File: src/rtl/mtrap_pkg.sv
package mtrap_pkg;

  localparam logic [11:0] ADDR_STATUS = 12'h300;
  localparam logic [11:0] ADDR_ENABLE = 12'h304;
  localparam logic [11:0] ADDR_BASE   = 12'h305;
  localparam logic [11:0] ADDR_RETPC  = 12'h341;
  localparam logic [11:0] ADDR_CAUSE  = 12'h342;
  localparam logic [11:0] ADDR_PEND   = 12'h344;

  localparam int GIE_BIT   = 3;
  localparam int SGIE_BIT  = 7;
  localparam int EXT_BIT   = 11;
  localparam int IRQ_CODE  = 11;

  typedef enum logic [1:0] {
    OP_READ  = 2'b00,
    OP_WRITE = 2'b01,
    OP_SET   = 2'b10,
    OP_CLEAR = 2'b11
  } csr_op_e;

  typedef struct packed {
    logic enterTrap;
    logic isIrq;
    logic doRet;
    logic csrWe;
  } trap_strobe_t;

endpackage

File: src/rtl/mtrap_ctl.sv
module mtrap_ctl
  import mtrap_pkg::*;
(
  input  logic         clk,
  input  logic         rst_n,
  input  logic         excValid,
  input  logic         instrValid,
  input  logic         mretValid,
  input  logic         csrValid,
  input  logic [1:0]   csrOp,
  input  logic         extIrq,
  input  logic         gieBit,
  input  logic         extEnBit,
  output trap_strobe_t strobe
);

  logic excTake, irqTake, retTake;

  always_comb begin
    excTake = excValid;
    irqTake = !excValid && instrValid && extIrq && gieBit && extEnBit;
    retTake = mretValid && !excTake && !irqTake;
    strobe.enterTrap = excTake || irqTake;
    strobe.isIrq     = irqTake;
    strobe.doRet     = retTake;
    strobe.csrWe     = csrValid && (csr_op_e'(csrOp) != OP_READ)
                       && !excTake && !irqTake && !mretValid;
  end

  // at most one event kind wins per cycle
  a_r7_one_event: assert property (@(posedge clk) disable iff (!rst_n)
    $onehot0({strobe.enterTrap && !strobe.isIrq, strobe.isIrq, strobe.doRet}));

  // interrupt only when both enables and the line are up
  a_r5_irq_masked: assert property (@(posedge clk) disable iff (!rst_n)
    strobe.isIrq |-> (gieBit && extEnBit && extIrq && instrValid));

  // no CSR update while a trap or return is in progress
  a_r12_csr_drop: assert property (@(posedge clk) disable iff (!rst_n)
    strobe.csrWe |-> !(excValid || mretValid || strobe.enterTrap));

endmodule

File: src/rtl/mtrap_dp.sv
module mtrap_dp
  import mtrap_pkg::*;
#(
  parameter int XLEN = 32,
  parameter int CAUSE_W = 5,
  parameter logic [XLEN-1:0] RESET_VEC = '0
) (
  input  logic               clk,
  input  logic               rst_n,
  input  trap_strobe_t       strobe,
  input  logic [11:0]        csrAddr,
  input  logic [1:0]         csrOp,
  input  logic [XLEN-1:0]    csrWdata,
  input  logic [CAUSE_W-1:0] excCause,
  input  logic [XLEN-1:0]    excPc,
  input  logic [XLEN-1:0]    instrPc,
  input  logic               extIrq,
  output logic [XLEN-1:0]    csrRdata,
  output logic               gieBit,
  output logic               extEnBit,
  output logic [XLEN-1:0]    redirectPc
);

  localparam int PAD_W = XLEN - 1 - CAUSE_W;

  logic            gieR, sgieR, extEnR;
  logic [XLEN-1:2] baseR;
  logic [XLEN-1:1] retPcR;
  logic [XLEN-1:0] causeR;
  logic [XLEN-1:0] newVal;
  logic [XLEN-1:0] savePc;
  logic [XLEN-1:0] saveCause;

  always_comb begin
    csrRdata = '0;
    unique case (csrAddr)
      ADDR_STATUS: begin
        csrRdata[GIE_BIT]  = gieR;
        csrRdata[SGIE_BIT] = sgieR;
      end
      ADDR_ENABLE: csrRdata[EXT_BIT] = extEnR;
      ADDR_BASE:   csrRdata = {baseR, 2'b00};
      ADDR_RETPC:  csrRdata = {retPcR, 1'b0};
      ADDR_CAUSE:  csrRdata = causeR;
      ADDR_PEND:   csrRdata[EXT_BIT] = extIrq;
      default:     csrRdata = '0;
    endcase
  end

  always_comb begin
    unique case (csr_op_e'(csrOp))
      OP_WRITE: newVal = csrWdata;
      OP_SET:   newVal = csrRdata | csrWdata;
      OP_CLEAR: newVal = csrRdata & ~csrWdata;
      default:  newVal = csrRdata;
    endcase
  end

  always_comb begin
    if (strobe.isIrq) begin
      savePc    = instrPc;
      saveCause = {1'b1, (XLEN-1)'(IRQ_CODE)};
    end else begin
      savePc    = excPc;
      saveCause = {1'b0, {PAD_W{1'b0}}, excCause};
    end
    redirectPc = strobe.enterTrap ? {baseR, 2'b00} : {retPcR, 1'b0};
  end

  always_ff @(posedge clk) begin
    if (!rst_n) begin
      gieR   <= 1'b0;
      sgieR  <= 1'b0;
      extEnR <= 1'b0;
      baseR  <= RESET_VEC[XLEN-1:2];
      retPcR <= '0;
      causeR <= '0;
    end else if (strobe.enterTrap) begin
      sgieR  <= gieR;
      gieR   <= 1'b0;
      retPcR <= savePc[XLEN-1:1];
      causeR <= saveCause;
    end else if (strobe.doRet) begin
      gieR  <= sgieR;
      sgieR <= 1'b1;
    end else if (strobe.csrWe) begin
      unique case (csrAddr)
        ADDR_STATUS: begin
          gieR  <= newVal[GIE_BIT];
          sgieR <= newVal[SGIE_BIT];
        end
        ADDR_ENABLE: extEnR <= newVal[EXT_BIT];
        ADDR_BASE:   baseR  <= newVal[XLEN-1:2];
        ADDR_RETPC:  retPcR <= newVal[XLEN-1:1];
        ADDR_CAUSE:  causeR <= newVal;
        default: ;
      endcase
    end
  end

  assign gieBit   = gieR;
  assign extEnBit = extEnR;

  // entry saves and clears the global enable
  a_r8_entry_enable: assert property (@(posedge clk) disable iff (!rst_n)
    strobe.enterTrap |=> (!gieR && sgieR == $past(gieR)));

  // return restores the enable and sets the saved copy
  a_r9_return_enable: assert property (@(posedge clk) disable iff (!rst_n)
    strobe.doRet |=> (gieR == $past(sgieR) && sgieR));

  // interrupt entry records the interrupt cause and the issue PC
  a_r4_irq_cause: assert property (@(posedge clk) disable iff (!rst_n)
    (strobe.enterTrap && strobe.isIrq) |=>
      (causeR[XLEN-1] && {retPcR, 1'b0} == {$past(instrPc[XLEN-1:1]), 1'b0}));

  // exception entry records a cause with the top bit clear
  a_r6_exc_cause: assert property (@(posedge clk) disable iff (!rst_n)
    (strobe.enterTrap && !strobe.isIrq) |=>
      (!causeR[XLEN-1] && causeR[CAUSE_W-1:0] == $past(excCause)));

endmodule

File: src/rtl/mtrap_ctrl.sv
module mtrap_ctrl
  import mtrap_pkg::*;
#(
  parameter int XLEN = 32,
  parameter int CAUSE_W = 5,
  parameter logic [XLEN-1:0] RESET_VEC = '0
) (
  input  logic               clk,
  input  logic               rst_n,
  input  logic               csrValid,
  input  logic [1:0]         csrOp,
  input  logic [11:0]        csrAddr,
  input  logic [XLEN-1:0]    csrWdata,
  output logic [XLEN-1:0]    csrRdata,
  input  logic               excValid,
  input  logic [CAUSE_W-1:0] excCause,
  input  logic [XLEN-1:0]    excPc,
  input  logic               instrValid,
  input  logic [XLEN-1:0]    instrPc,
  input  logic               mretValid,
  input  logic               extIrq,
  output logic               redirectValid,
  output logic [XLEN-1:0]    redirectPc,
  output logic               killInstr
);

  trap_strobe_t strobe;
  logic gieBit, extEnBit;

  mtrap_ctl u_ctl (
    .clk(clk), .rst_n(rst_n),
    .excValid(excValid), .instrValid(instrValid), .mretValid(mretValid),
    .csrValid(csrValid), .csrOp(csrOp), .extIrq(extIrq),
    .gieBit(gieBit), .extEnBit(extEnBit), .strobe(strobe)
  );

  mtrap_dp #(.XLEN(XLEN), .CAUSE_W(CAUSE_W), .RESET_VEC(RESET_VEC)) u_dp (
    .clk(clk), .rst_n(rst_n), .strobe(strobe),
    .csrAddr(csrAddr), .csrOp(csrOp), .csrWdata(csrWdata),
    .excCause(excCause), .excPc(excPc), .instrPc(instrPc), .extIrq(extIrq),
    .csrRdata(csrRdata), .gieBit(gieBit), .extEnBit(extEnBit),
    .redirectPc(redirectPc)
  );

  assign redirectValid = strobe.enterTrap || strobe.doRet;
  assign killInstr     = strobe.enterTrap;

  // every trap target is word aligned
  a_r3_target_aligned: assert property (@(posedge clk) disable iff (!rst_n)
    (redirectValid && killInstr) |-> (redirectPc[1:0] == 2'b00));

endmodule

File: config.mk
export PLATFORM = sky130hd
export DESIGN_NAME = mtrap_ctrl
export DESIGN_NICKNAME = d
export VERILOG_FILES = /design/src/rtl/mtrap_pkg.sv /design/src/rtl/mtrap_ctl.sv /design/src/rtl/mtrap_dp.sv /design/src/rtl/mtrap_ctrl.sv
export SDC_FILE = /design/constraint.sdc
export NUM_CORES = 1
export LEC_CHECK = 0
export ABC_AREA = 1
export BUFFER_PORTS_ARGS = -buffer_cell sky130_fd_sc_hd__buf_2
export CAP_MARGIN = 5
export CELL_PAD_IN_SITES_DETAIL_PLACEMENT = 0
export CELL_PAD_IN_SITES_GLOBAL_PLACEMENT = 2
export CORE_ASPECT_RATIO = 1.75
export CORE_UTILIZATION = 28
export CTS_BUF_LIST = sky130_fd_sc_hd__clkbuf_4 sky130_fd_sc_hd__clkbuf_8
export CTS_CLUSTER_DIAMETER = 40
export DETAILED_ROUTE_END_ITERATION = 10
export PLACE_DENSITY = 0.9
export SLEW_MARGIN = 15
export SYNTH_ARGS = -nofsm -noshare
export SYNTH_HDL_FRONTEND = slang
export SYNTH_SLANG_ARGS = --single-unit
File: constraint.sdc
create_clock -name clk -period 1.66 [get_ports clk]
set_input_delay 0.249 -clock clk [delete_from_list [all_inputs] [get_ports clk]]
set_output_delay 0.249 -clock clk [all_outputs]
set_load 0.05 [all_outputs]
==> run metrics <==
total gr overflow=0; hold path depth=3; P per Cell Area=510 mW/mm^2; final hold vios=0; critical path peak fanout=8; Fmax achieved=489 MHz; share of cells above drive strength 1=47.7%; worst vdd ir=304 uV; Core Footprint=0.0214 mm^2; Seq/Total Area, Yosys=31.6%; Setup WS post-layout=-386 ps; CTS tree=built; register bit total from synthesis=96; Inserted Clock Buffers=9; MaxCap Viol Count=0; Max clock buf depth=2; Avg WL per Cell=18.8 um; first-pass GRT wire length=40,700 um; metal1 wirelength=10,300 um; net switching power=1.85 mW; Hold Slack=150 ps; Synth Warn #=0; HP Start=excCause[0]; non-filler cells, final=1,490; syn nets=1,052; Initial Util=28.4%; wire length on met3=1040 um; Cell Rows=71; hpwl dp=17,300 um; met2 routed WL=15,400 um; clock share of power=30.1%; die width=113 um; via count=7,591; Top Ports=188; asr flop ratio synth=0%; r2r setup slk=-230 ps; gpl congestion=0.844; vias in the first global route=7,283; Layout fillers=2,024; Setup CP Type=reg -> out; Reg2Reg Capture Point=u_dp.retPcR[16]; initial antenna violation count=2; CTS H-tree depth=3; placed cells=1,403; final worst path period share=123%; fin. max-slew vios=0; Seq pwr share=43.7%; worst-margin pin slew=532 ps; Rel. slew slack=64.5%; CP arrival=1800 ps; vias per cell=5.09; commonest non-fill, non-tap cell in the layout=nand2_1; Leak=4.90 nW; most frequent cells in the layout=157 x nand2_1, 116 x buf_2, 112 x a21oi_1; Routed Antenna Nets=0; hold_buf cts=0; total track usage=24.2%; Cells after Synth=930; CTS root buf=clkbuf_8; Initial DRC Count=286; Sink Count=96; Setup Viol. Count Final=127; R2R depth=13; final wirelength=28,000 um; chip height=197 um; failing checks=setup timing; Final Skew=14.1 ps; RSZ-0062 raised after global routing=true; number of iterations in the first detailed-routing pass=5; min cycle time layout=2050 ps; Final #Nets=1,316; DRC violations left=0; Yosys cell types=31; Total Neg Setup Slack=-20,340 ps; Synth Flop Type=dfxtp_1; Crit. End Element=output pin; Clock Latency Late Sink=400 ps; largest net degree at the start of global routing=61; status=finished with violations; Int Pwr=3.85 mW; PortBufs=184; top sig layer=met5; Area growth syn-to-layout=83.5%; syn_area_per_cell=6.54 um^2; Critical Path RT=1410 ps; Core Util, Final=52.1%; n_diodes=0; Net Sw Frac=32.5%; Worst Setup Start Kind=flip-flop; Hold Crit Class=in -> reg; Hold Crit Endpoint=u_dp.causeR[0]; mapped cell area=0.00608 mm^2; combinational power share=26.2%; Post-synth EDFFs=0; clock-pin slew on the worst setup and hold paths=90 ps; Die Footprint=0.0223 mm^2; RR Startpoint=u_dp.gieBit
[critical path, stage by stage (launching register included)]
cell,delay (ps)
dfxtp_2,330
nand2_2,80
nor2_4,50
nor2_4,200
buf_12,190
buf_12,130
buf_12,130
nand2_4,50
o21ai_4,60
buf_6,170
[cell type report]
cell class / instances / area, um^2 / share of cell area, %
multi-input cells: 670 / 4930 / 44.1
clock buffers: 13 / 166 / 1.49
inverters: 89 / 347 / 3.11
well taps: 292 / 365 / 3.27
repair buffers: 328 / 3390 / 30.4
flip-flops and latches: 96 / 1920 / 17.2
clock inverters: 2 / 38.8 / 0.347
[power by group through the flow]
| stage | Combinational [mW] | Clock [mW] | Sequential, mW |
|---|---|---|---|
| floorplan | 0.667 | 0 | 2.47 |
| global placement | 1.17 | 0 | 2.49 |
| detailed placement | 1.18 | 0 | 2.49 |
| CTS | 1.32 | 1.72 | 2.46 |
| global route | 1.59 | 1.83 | 2.50 |
| finish | 1.49 | 1.72 | 2.49 |
[per-layer routing]
metal / track usage (%) / vias up
met4: 14.2 / 4
met3: 2.77 / 65
li1: - / 3677
met2: 45.1 / 242
met1: 25.9 / 3603
met5: 0 / -
[Yosys cell counts (8+ instances only)]
cell / n / share of area (%)
nand2_1: 184 / 11
nand3_1: 141 / 12
a21oi_1: 127 / 10
o21ai_0: 109 / 9.0
dfxtp_1: 96 / 32
inv_1: 83 / 5.1
clkbuf_1: 28 / 1.7
a22o_1: 23 / 3.3
nand3_2: 23 / 3.8
buf_2: 21 / 1.7
nor2_1: 21 / 1.3
buf_4: 14 / 1.7
o21ai_1: 11 / 0.90
a2bb2oi_1: 8 / 1.2
[metrics by stage]
step                      power, mW  area, um^2  setup slack, ps
final                          5.70       11200             -386
after floorplan                3.14        6500            -2.13
after CTS                      5.50       10100             -378
after detailed placement       3.67        8300             -225
after global placement         3.66        8300             -191
after global routing           5.91       11200             -453
[cell families after synthesis]
logic type | count (synthesis) | synth area share [%]
flip-flops | 96 | 31.6
AO/OA/AOI/OAI | 282 | 25.4
other | 1 | 0.0616
buffers and inverters | 164 | 12.2
AND/OR/NAND/NOR | 387 | 30.8
[what timing repair did]
item / 4_1_cts / 5_1_grt
setup buffers: 38 / 30
setup endpoints to repair: 76 / 111
resized for setup: 278 / 184
pin swaps: 31 / 65
endpoints found under the hold margin: 0 / 0
cloned: 11 / 5
[flip-flops by register name (all words and copies together), names as in the netlist]
| name | count |
|---|---|
| u_dp.gieBit | 1 |
| u_dp.extEnBit | 1 |
| u_dp.causeR | 32 |
| u_dp.sgieR | 1 |
| u_dp.baseR | 30 |
| u_dp.retPcR | 31 |
[worst max-delay path by stage]
stage	depth (start not counted)	from	slack, ps	to
after detailed placement	9	excValid	-220	u_dp.retPcR[17]
after floorplan	7	u_dp.gieBit	-2	redirectPc[11]
final	9	u_dp.gieBit	-390	redirectPc[9]
after CTS	8	u_dp.gieBit	-380	redirectPc[16]
after global placement	9	excValid	-190	u_dp.retPcR[23]
after global routing	9	u_dp.gieBit	-450	redirectPc[9]
Power figures use the tool's default switching activity.
